$ cat src/rtl/wdt_pkg.sv
package wdt_pkg;

    // Phase of the reset output.
    typedef enum logic [0:0] {
        PH_HOLD = 1'b0,
        PH_RUN  = 1'b1
    } rst_phase_e;

    // Causes that pull reset low; any set bit restarts the hold.
    typedef struct packed {
        logic expired;   // watchdog window ran out
        logic brownout;  // supply flag low
        logic button;    // manual reset pressed
    } rst_cause_t;

    // Counter width for a count of n states, at least one bit.
    function automatic int unsigned cnt_bits(input int unsigned n);
        return (n < 2) ? 1 : $clog2(n);
    endfunction

endpackage

$ cat src/rtl/wdt_window.sv
module wdt_window
    import wdt_pkg::*;
#(
    parameter int unsigned TIMEOUT_CYC = 12_500_000
) (
    input  logic clk,
    input  logic rst,
    input  logic run,
    input  logic feed,
    output logic expired
);
    localparam int unsigned CW = cnt_bits(TIMEOUT_CYC);
    localparam logic [CW-1:0] LAST = CW'(TIMEOUT_CYC - 1);

    logic [CW-1:0] age;
    logic          at_limit;

    assign at_limit = (age == LAST);
    assign expired  = run && !feed && at_limit;

    always_ff @(posedge clk) begin
        if (rst || !run || feed) begin
            age <= '0;
        end else if (!at_limit) begin
            age <= age + 1'b1;
        end
    end

    // the age never passes the end of the window
    p_age_bound_r3: assert property (@(posedge clk) disable iff (rst)
        age <= LAST);

    // a feed while running restarts the window
    p_feed_restart_r4: assert property (@(posedge clk) disable iff (rst)
        (run && feed) |=> (age == '0));

    // the window is idle while reset is held
    p_idle_in_hold_r11: assert property (@(posedge clk) disable iff (rst)
        !run |=> (age == '0));

endmodule

$ cat src/rtl/wdt_rst_ctrl.sv
module wdt_rst_ctrl
    import wdt_pkg::*;
#(
    parameter int unsigned HOLD_CYC = 12_500
) (
    input  logic       clk,
    input  logic       rst,
    input  rst_cause_t cause,
    output logic       run,
    output logic       cpu_rst_n,
    output logic       io_rst_n
);
    localparam int unsigned CW = cnt_bits(HOLD_CYC);
    localparam logic [CW-1:0] LAST = CW'(HOLD_CYC - 1);

    rst_phase_e    phase, phase_nxt;
    logic [CW-1:0] hold_cnt, hold_nxt;
    logic          trigger;

    assign trigger = |cause;
    assign run     = (phase == PH_RUN);

    always_comb begin
        phase_nxt = phase;
        hold_nxt  = hold_cnt;
        unique case (phase)
            PH_RUN: begin
                if (trigger) begin
                    phase_nxt = PH_HOLD;
                    hold_nxt  = '0;
                end
            end
            PH_HOLD: begin
                if (trigger) begin
                    hold_nxt = '0;
                end else if (hold_cnt == LAST) begin
                    phase_nxt = PH_RUN;
                end else begin
                    hold_nxt = hold_cnt + 1'b1;
                end
            end
            default: begin
                phase_nxt = PH_HOLD;
                hold_nxt  = '0;
            end
        endcase
    end

    // The processor and the off-board driver each get their own flop.
    always_ff @(posedge clk) begin
        if (rst) begin
            phase     <= PH_HOLD;
            hold_cnt  <= '0;
            cpu_rst_n <= 1'b0;
            io_rst_n  <= 1'b0;
        end else begin
            phase     <= phase_nxt;
            hold_cnt  <= hold_nxt;
            cpu_rst_n <= (phase_nxt == PH_RUN);
            io_rst_n  <= (phase_nxt == PH_RUN);
        end
    end

    // the hold counter stays inside the hold length
    p_hold_bound_r2: assert property (@(posedge clk) disable iff (rst)
        hold_cnt <= LAST);

    // release only after a full, cause-free hold
    p_release_r2: assert property (@(posedge clk) disable iff (rst)
        $rose(cpu_rst_n) |-> ($past(hold_cnt) == LAST && !$past(trigger)));

    // a low supply pulls reset low on the next cycle
    p_brownout_r5: assert property (@(posedge clk) disable iff (rst)
        cause.brownout |=> !cpu_rst_n);

    // the button pulls reset low on the next cycle
    p_button_r6: assert property (@(posedge clk) disable iff (rst)
        cause.button |=> !cpu_rst_n);

    // both reset copies agree
    p_copies_agree_r7: assert property (@(posedge clk) disable iff (rst)
        cpu_rst_n == io_rst_n);

endmodule

$ cat src/rtl/wdt_heartbeat.sv
module wdt_heartbeat
    import wdt_pkg::*;
#(
    parameter int unsigned HB_PERIOD = 2048
) (
    input  logic clk,
    input  logic rst,
    input  logic tick,
    input  logic clr,
    output logic irq
);
    localparam int unsigned CW = cnt_bits(HB_PERIOD);
    localparam logic [CW-1:0] LAST = CW'(HB_PERIOD - 1);

    logic [CW-1:0] beat;
    logic          wrap;

    assign wrap = tick && (beat == LAST);

    always_ff @(posedge clk) begin
        if (rst) begin
            beat <= '0;
            irq  <= 1'b0;
        end else begin
            if (wrap) begin
                beat <= '0;
            end else if (tick) begin
                beat <= beat + 1'b1;
            end
            // a period end wins over a clear in the same cycle
            if (wrap) begin
                irq <= 1'b1;
            end else if (clr) begin
                irq <= 1'b0;
            end
        end
    end

    // each period end raises the request
    p_period_sets_r8: assert property (@(posedge clk) disable iff (rst)
        wrap |=> irq);

    // the count holds without a tick
    p_beat_stall_r8: assert property (@(posedge clk) disable iff (rst)
        !tick |=> $stable(beat));

    // a clear with no period end drops the request
    p_clear_r9: assert property (@(posedge clk) disable iff (rst)
        (clr && !wrap) |=> !irq);

    // a pending request is held until a clear
    p_no_drop_r10: assert property (@(posedge clk) disable iff (rst)
        (irq && !clr) |=> irq);

endmodule

$ cat src/rtl/wdt_supervisor.sv
module wdt_supervisor
    import wdt_pkg::*;
#(
    parameter int unsigned TIMEOUT_CYC = 12_500_000,
    parameter int unsigned HOLD_CYC    = 12_500,
    parameter int unsigned HB_PERIOD   = 2048
) (
    input  logic clk,
    input  logic rst,
    input  logic supply_ok,
    input  logic man_rst,
    input  logic feed,
    input  logic bus_tick,
    input  logic sw_rd_clr,
    output logic cpu_rst_n,
    output logic io_rst_n,
    output logic hb_irq
);
    rst_cause_t cause;
    logic       run;
    logic       expired;

    assign cause.expired  = expired;
    assign cause.brownout = !supply_ok;
    assign cause.button   = man_rst;

    wdt_window #(
        .TIMEOUT_CYC (TIMEOUT_CYC)
    ) u_window (
        .clk     (clk),
        .rst     (rst),
        .run     (run),
        .feed    (feed),
        .expired (expired)
    );

    wdt_rst_ctrl #(
        .HOLD_CYC (HOLD_CYC)
    ) u_rst_ctrl (
        .clk       (clk),
        .rst       (rst),
        .cause     (cause),
        .run       (run),
        .cpu_rst_n (cpu_rst_n),
        .io_rst_n  (io_rst_n)
    );

    wdt_heartbeat #(
        .HB_PERIOD (HB_PERIOD)
    ) u_heartbeat (
        .clk  (clk),
        .rst  (rst),
        .tick (bus_tick),
        .clr  (sw_rd_clr),
        .irq  (hb_irq)
    );

    // an expired window pulls reset low on the next cycle
    p_expire_r3: assert property (@(posedge clk) disable iff (rst)
        expired |=> !cpu_rst_n);

    // the reset outputs are low in the cycle after a block reset
    p_block_reset_r1: assert property (@(posedge clk)
        rst |=> (!cpu_rst_n && !io_rst_n && !hb_irq));

endmodule

$ cat config.mk
export PLATFORM = sky130hd
export DESIGN_NAME = wdt_supervisor
export DESIGN_NICKNAME = d
export VERILOG_FILES = /design/src/rtl/wdt_pkg.sv /design/src/rtl/wdt_window.sv /design/src/rtl/wdt_rst_ctrl.sv /design/src/rtl/wdt_heartbeat.sv /design/src/rtl/wdt_supervisor.sv
export SDC_FILE = /design/constraint.sdc
export NUM_CORES = 1
export LEC_CHECK = 0
export CELL_PAD_IN_SITES_DETAIL_PLACEMENT = 1
export CELL_PAD_IN_SITES_GLOBAL_PLACEMENT = 1
export CORE_UTILIZATION = 35
export CTS_BUF_LIST = sky130_fd_sc_hd__clkbuf_8
export CTS_CLUSTER_SIZE = 10
export DETAILED_ROUTE_END_ITERATION = 10
export PLACE_DENSITY_LB_ADDON = 0.1
export SYNTH_ARGS = -nofsm -noshare
export SYNTH_HDL_FRONTEND = slang
export SYNTH_SLANG_ARGS = --single-unit
$ cat constraint.sdc
create_clock -name clk -period 1.67 [get_ports clk]
set_input_delay 0.501 -clock clk [delete_from_list [all_inputs] [get_ports clk]]
set_output_delay 0.501 -clock clk [all_outputs]
set_load 0.03 [all_outputs]
==> impl_metrics.ini <==
[detailed_routing]
wirelength_um = 6390
drtPass1Iterations = 4
viasPerCell = 5.03
vias = 2252
ant_nets = 0
routedWlPerCell_um = 14.3
drc = 0
drt_iter0_drc = 64

[power_and_ir_drop]
p_total_mw = 2.31
p_comb_frac = 0.025
p_clk_frac = 0.444
power.internal_mw = 1.85
pwr-share-seq = 0.531
max-vdd-ir-drop_mv = 0.355
switching_power_uw = 462
switching_share = 0.200
p_leak_nw = 1.27
powerDensity_mw_per_mm2 = 700

[critical_path]
cp.arrival_ns = 1.88
crit_chain = nor4_4 > nand4_2 > nand4bb_1 > buf_6 > a21o_1 > a221oi_2
cp-startpoint = u_window.age[14]
worstReg2RegEnd = u_rst_ctrl.hold_cnt[8]
cp_slowest_cell = dfxtp_2
path_class = flop to flop
r2r_slack_ns = 0.02
cp.required_ns = 1.90
worst_r2r_path_depth = 6
slowest_delay_ns = 0.35
cp-end-kind = flop
startpoint_type = flop
crit_fanout = 6
r2r_start = u_window.age[14]

[floorplanning]
die_area_sq_mm = 0.00740
ios = 10
initial_utilization = 0.364
rows = 30
die_h_um = 86.0
dieWidth_um = 86.0
design.core.area_sq_mm = 0.00679

[timing]
max-slew-margin-rel = 0.801
finClkSkew_ns = 0.0135
fin_ws_ns = 0.0169
period_share = 0.990
rsz0062_at_grt = yes
fmax_mhz = 605
final-hold-violation-count = 0
setup_viol_count_final = 0
tightest_slew_ns = 0.298
min_period_ns = 1.65
drv_slew = 0

[finish]
n_antenna_cell = 0
areaGrowthSynthToFinish_pct = 33.8
layoutNonFillerInstCount = 448
layout.nets = 361
drive_gt1_frac = 0.276

[synth]
synth_top_area_share = 0.413
yosys.area.top_type = dfxtp_1
synth.area.top_cells = dfxtp_1, xor2_1, nor2_1
syn-instance-count = 286
syn_nets = 296
synth.avg_cell_area_sq_um = 8.64
synth_ff_type = dfxtp_1
syn-cell-area_sq_mm = 0.00247
yosysWarnings = 0
synth.distinct_cells = 45
synth-seq-cells = 51
ys_seq_area_frac = 0.413
synth.most_common_cell = dfxtp_1
synth_edf_count = 0
netlist_top_cells_count = dfxtp_1, nor2_1, nand2_1, xor2_1, nand3_1
async_flop_share = 0

[grt]
grt_first_pass_wirelength_um = 10500
grt_pass1_vias = 2219
grt_max_degree = 17
antenna_found_initial = 0
grt_usage = 0.180
gr-total-overflow = 0

[run]
maxCapViolations = 0

[clock_network]
clockRootBuffer = clkbuf_8
h-tree-depth = 2
clockBufferDepth = 2
holdBufCountCts = 0
path_clk_slew_ns = 0.10
numCtsBuffers = 5
cts.sinks = 51
cts_tree = built
insertion_delay_ns = 0.31

[place]
dp_slack_ns = -0.288
port_buffers = 9
hpwl_um = 4660
gp_congestion = 0.785
placed_cells = 434

[status]
outcome = finished clean

[hold_path]
whs_endpoint = u_rst_ctrl.hold_cnt[13]
holdPathStages = 1
min-delay-start = u_rst_ctrl.hold_cnt[13]
hold_path_class = flop to flop
[what timing repair did]
action	CTS	global route
setup buffers	2	4
gates resized for setup	13	13
pin swaps	7	15
setup endpoints to repair	24	35
[layout by cell type (no fill, tap or decap), types with 6 or more instances in the layout]
master           count
nor3_1               6
dfxtp_1             44
xnor2_1              9
clkdlybuf4s50_1      6
nand3_1             16
nor2_1              42
nand4_1             15
o21ai_0              7
dfxtp_2              7
nand2_1             22
and3_1               8
xor2_1              23
a21oi_1              9
buf_4               60
[worst max-delay path, delay by kind of cell, from the launching register on]
family          cells  cell delay [ns]
simple gates        3             0.66
compound gates      2             0.42
buf+inv             1             0.16
flops               1             0.35
[flip-flops by register name, indices dropped and copies added (netlist names)]
signal / count
u_heartbeat.beat: 11
u_heartbeat.irq: 1
u_rst_ctrl.cpu_rst_n: 1
u_rst_ctrl.hold_cnt: 14
u_window.age: 24
[kinds of logic after synthesis]
| logic type | Yosys count | share of synthesized area |
|---|---|---|
| AO/OA/AOI/OAI | 36 | 0.0937 |
| XOR/XNOR | 32 | 0.113 |
| adder cells (fa/ha/maj) | 3 | 0.0152 |
| buffers and inverters | 14 | 0.0258 |
| flip-flops | 51 | 0.413 |
| multiplexers | 2 | 0.00811 |
| AND/OR/NAND/NOR | 148 | 0.330 |
[layout make-up]
class / count / area, sq um
clock buffers: 5 / 68.8
clock inverters: 3 / 67.6
fillers: 812 / 3490
inverters: 3 / 11.3
multi-input cells: 221 / 1470
flip-flops and latches: 51 / 1030
well taps: 96 / 120
repair buffers: 69 / 542
[metrics by stage]
step                hold slack, ns   util  instance area (sq um)  TNS, ns
finish                       0.482  0.487                   3310        0
global placement             0.444  0.447                   3040    -7.67
CTS                          0.482  0.474                   3220  -0.0480
global route                 0.497  0.487                   3310   -0.979
floorplan                    0.423      -                   2480        0
detailed placement           0.463  0.447                   3040    -8.51
[power groups by stage]
stage	logic, mW	registers (mW)	clock network (mW)
floorplan	0.0233	1.26	0
CTS	0.0594	1.23	1.05
finish	0.0588	1.23	1.03
detailed placement	0.0588	1.26	0
global placement	0.0576	1.26	0
global route	0.0651	1.23	1.11
[how the worst max path moves through the flow]
stage / end / slack (ns) / cells after the start
after CTS: u_window.age[1] / -0.02 / 6
after global routing: u_rst_ctrl.hold_cnt[8] / -0.12 / 6
final: u_rst_ctrl.hold_cnt[8] / 0.02 / 6
after global placement: u_heartbeat.beat[7] / -0.24 / 6
after floorplan: u_rst_ctrl.hold_cnt[8] / 0.002 / 6
after detailed placement: u_heartbeat.beat[9] / -0.29 / 6
[routing by layer]
metal | wire length (um) | track usage | vias to the layer above
met3 | 87 | 0.0279 | 6
met2 | 3160 | 0.304 | 10
li1 | - | - | 1140
met1 | 3080 | 0.232 | 1096
met5 | 0 | 0 | -
met4 | 66 | 0.0621 | 0
(Power assumes the default switching activity.)
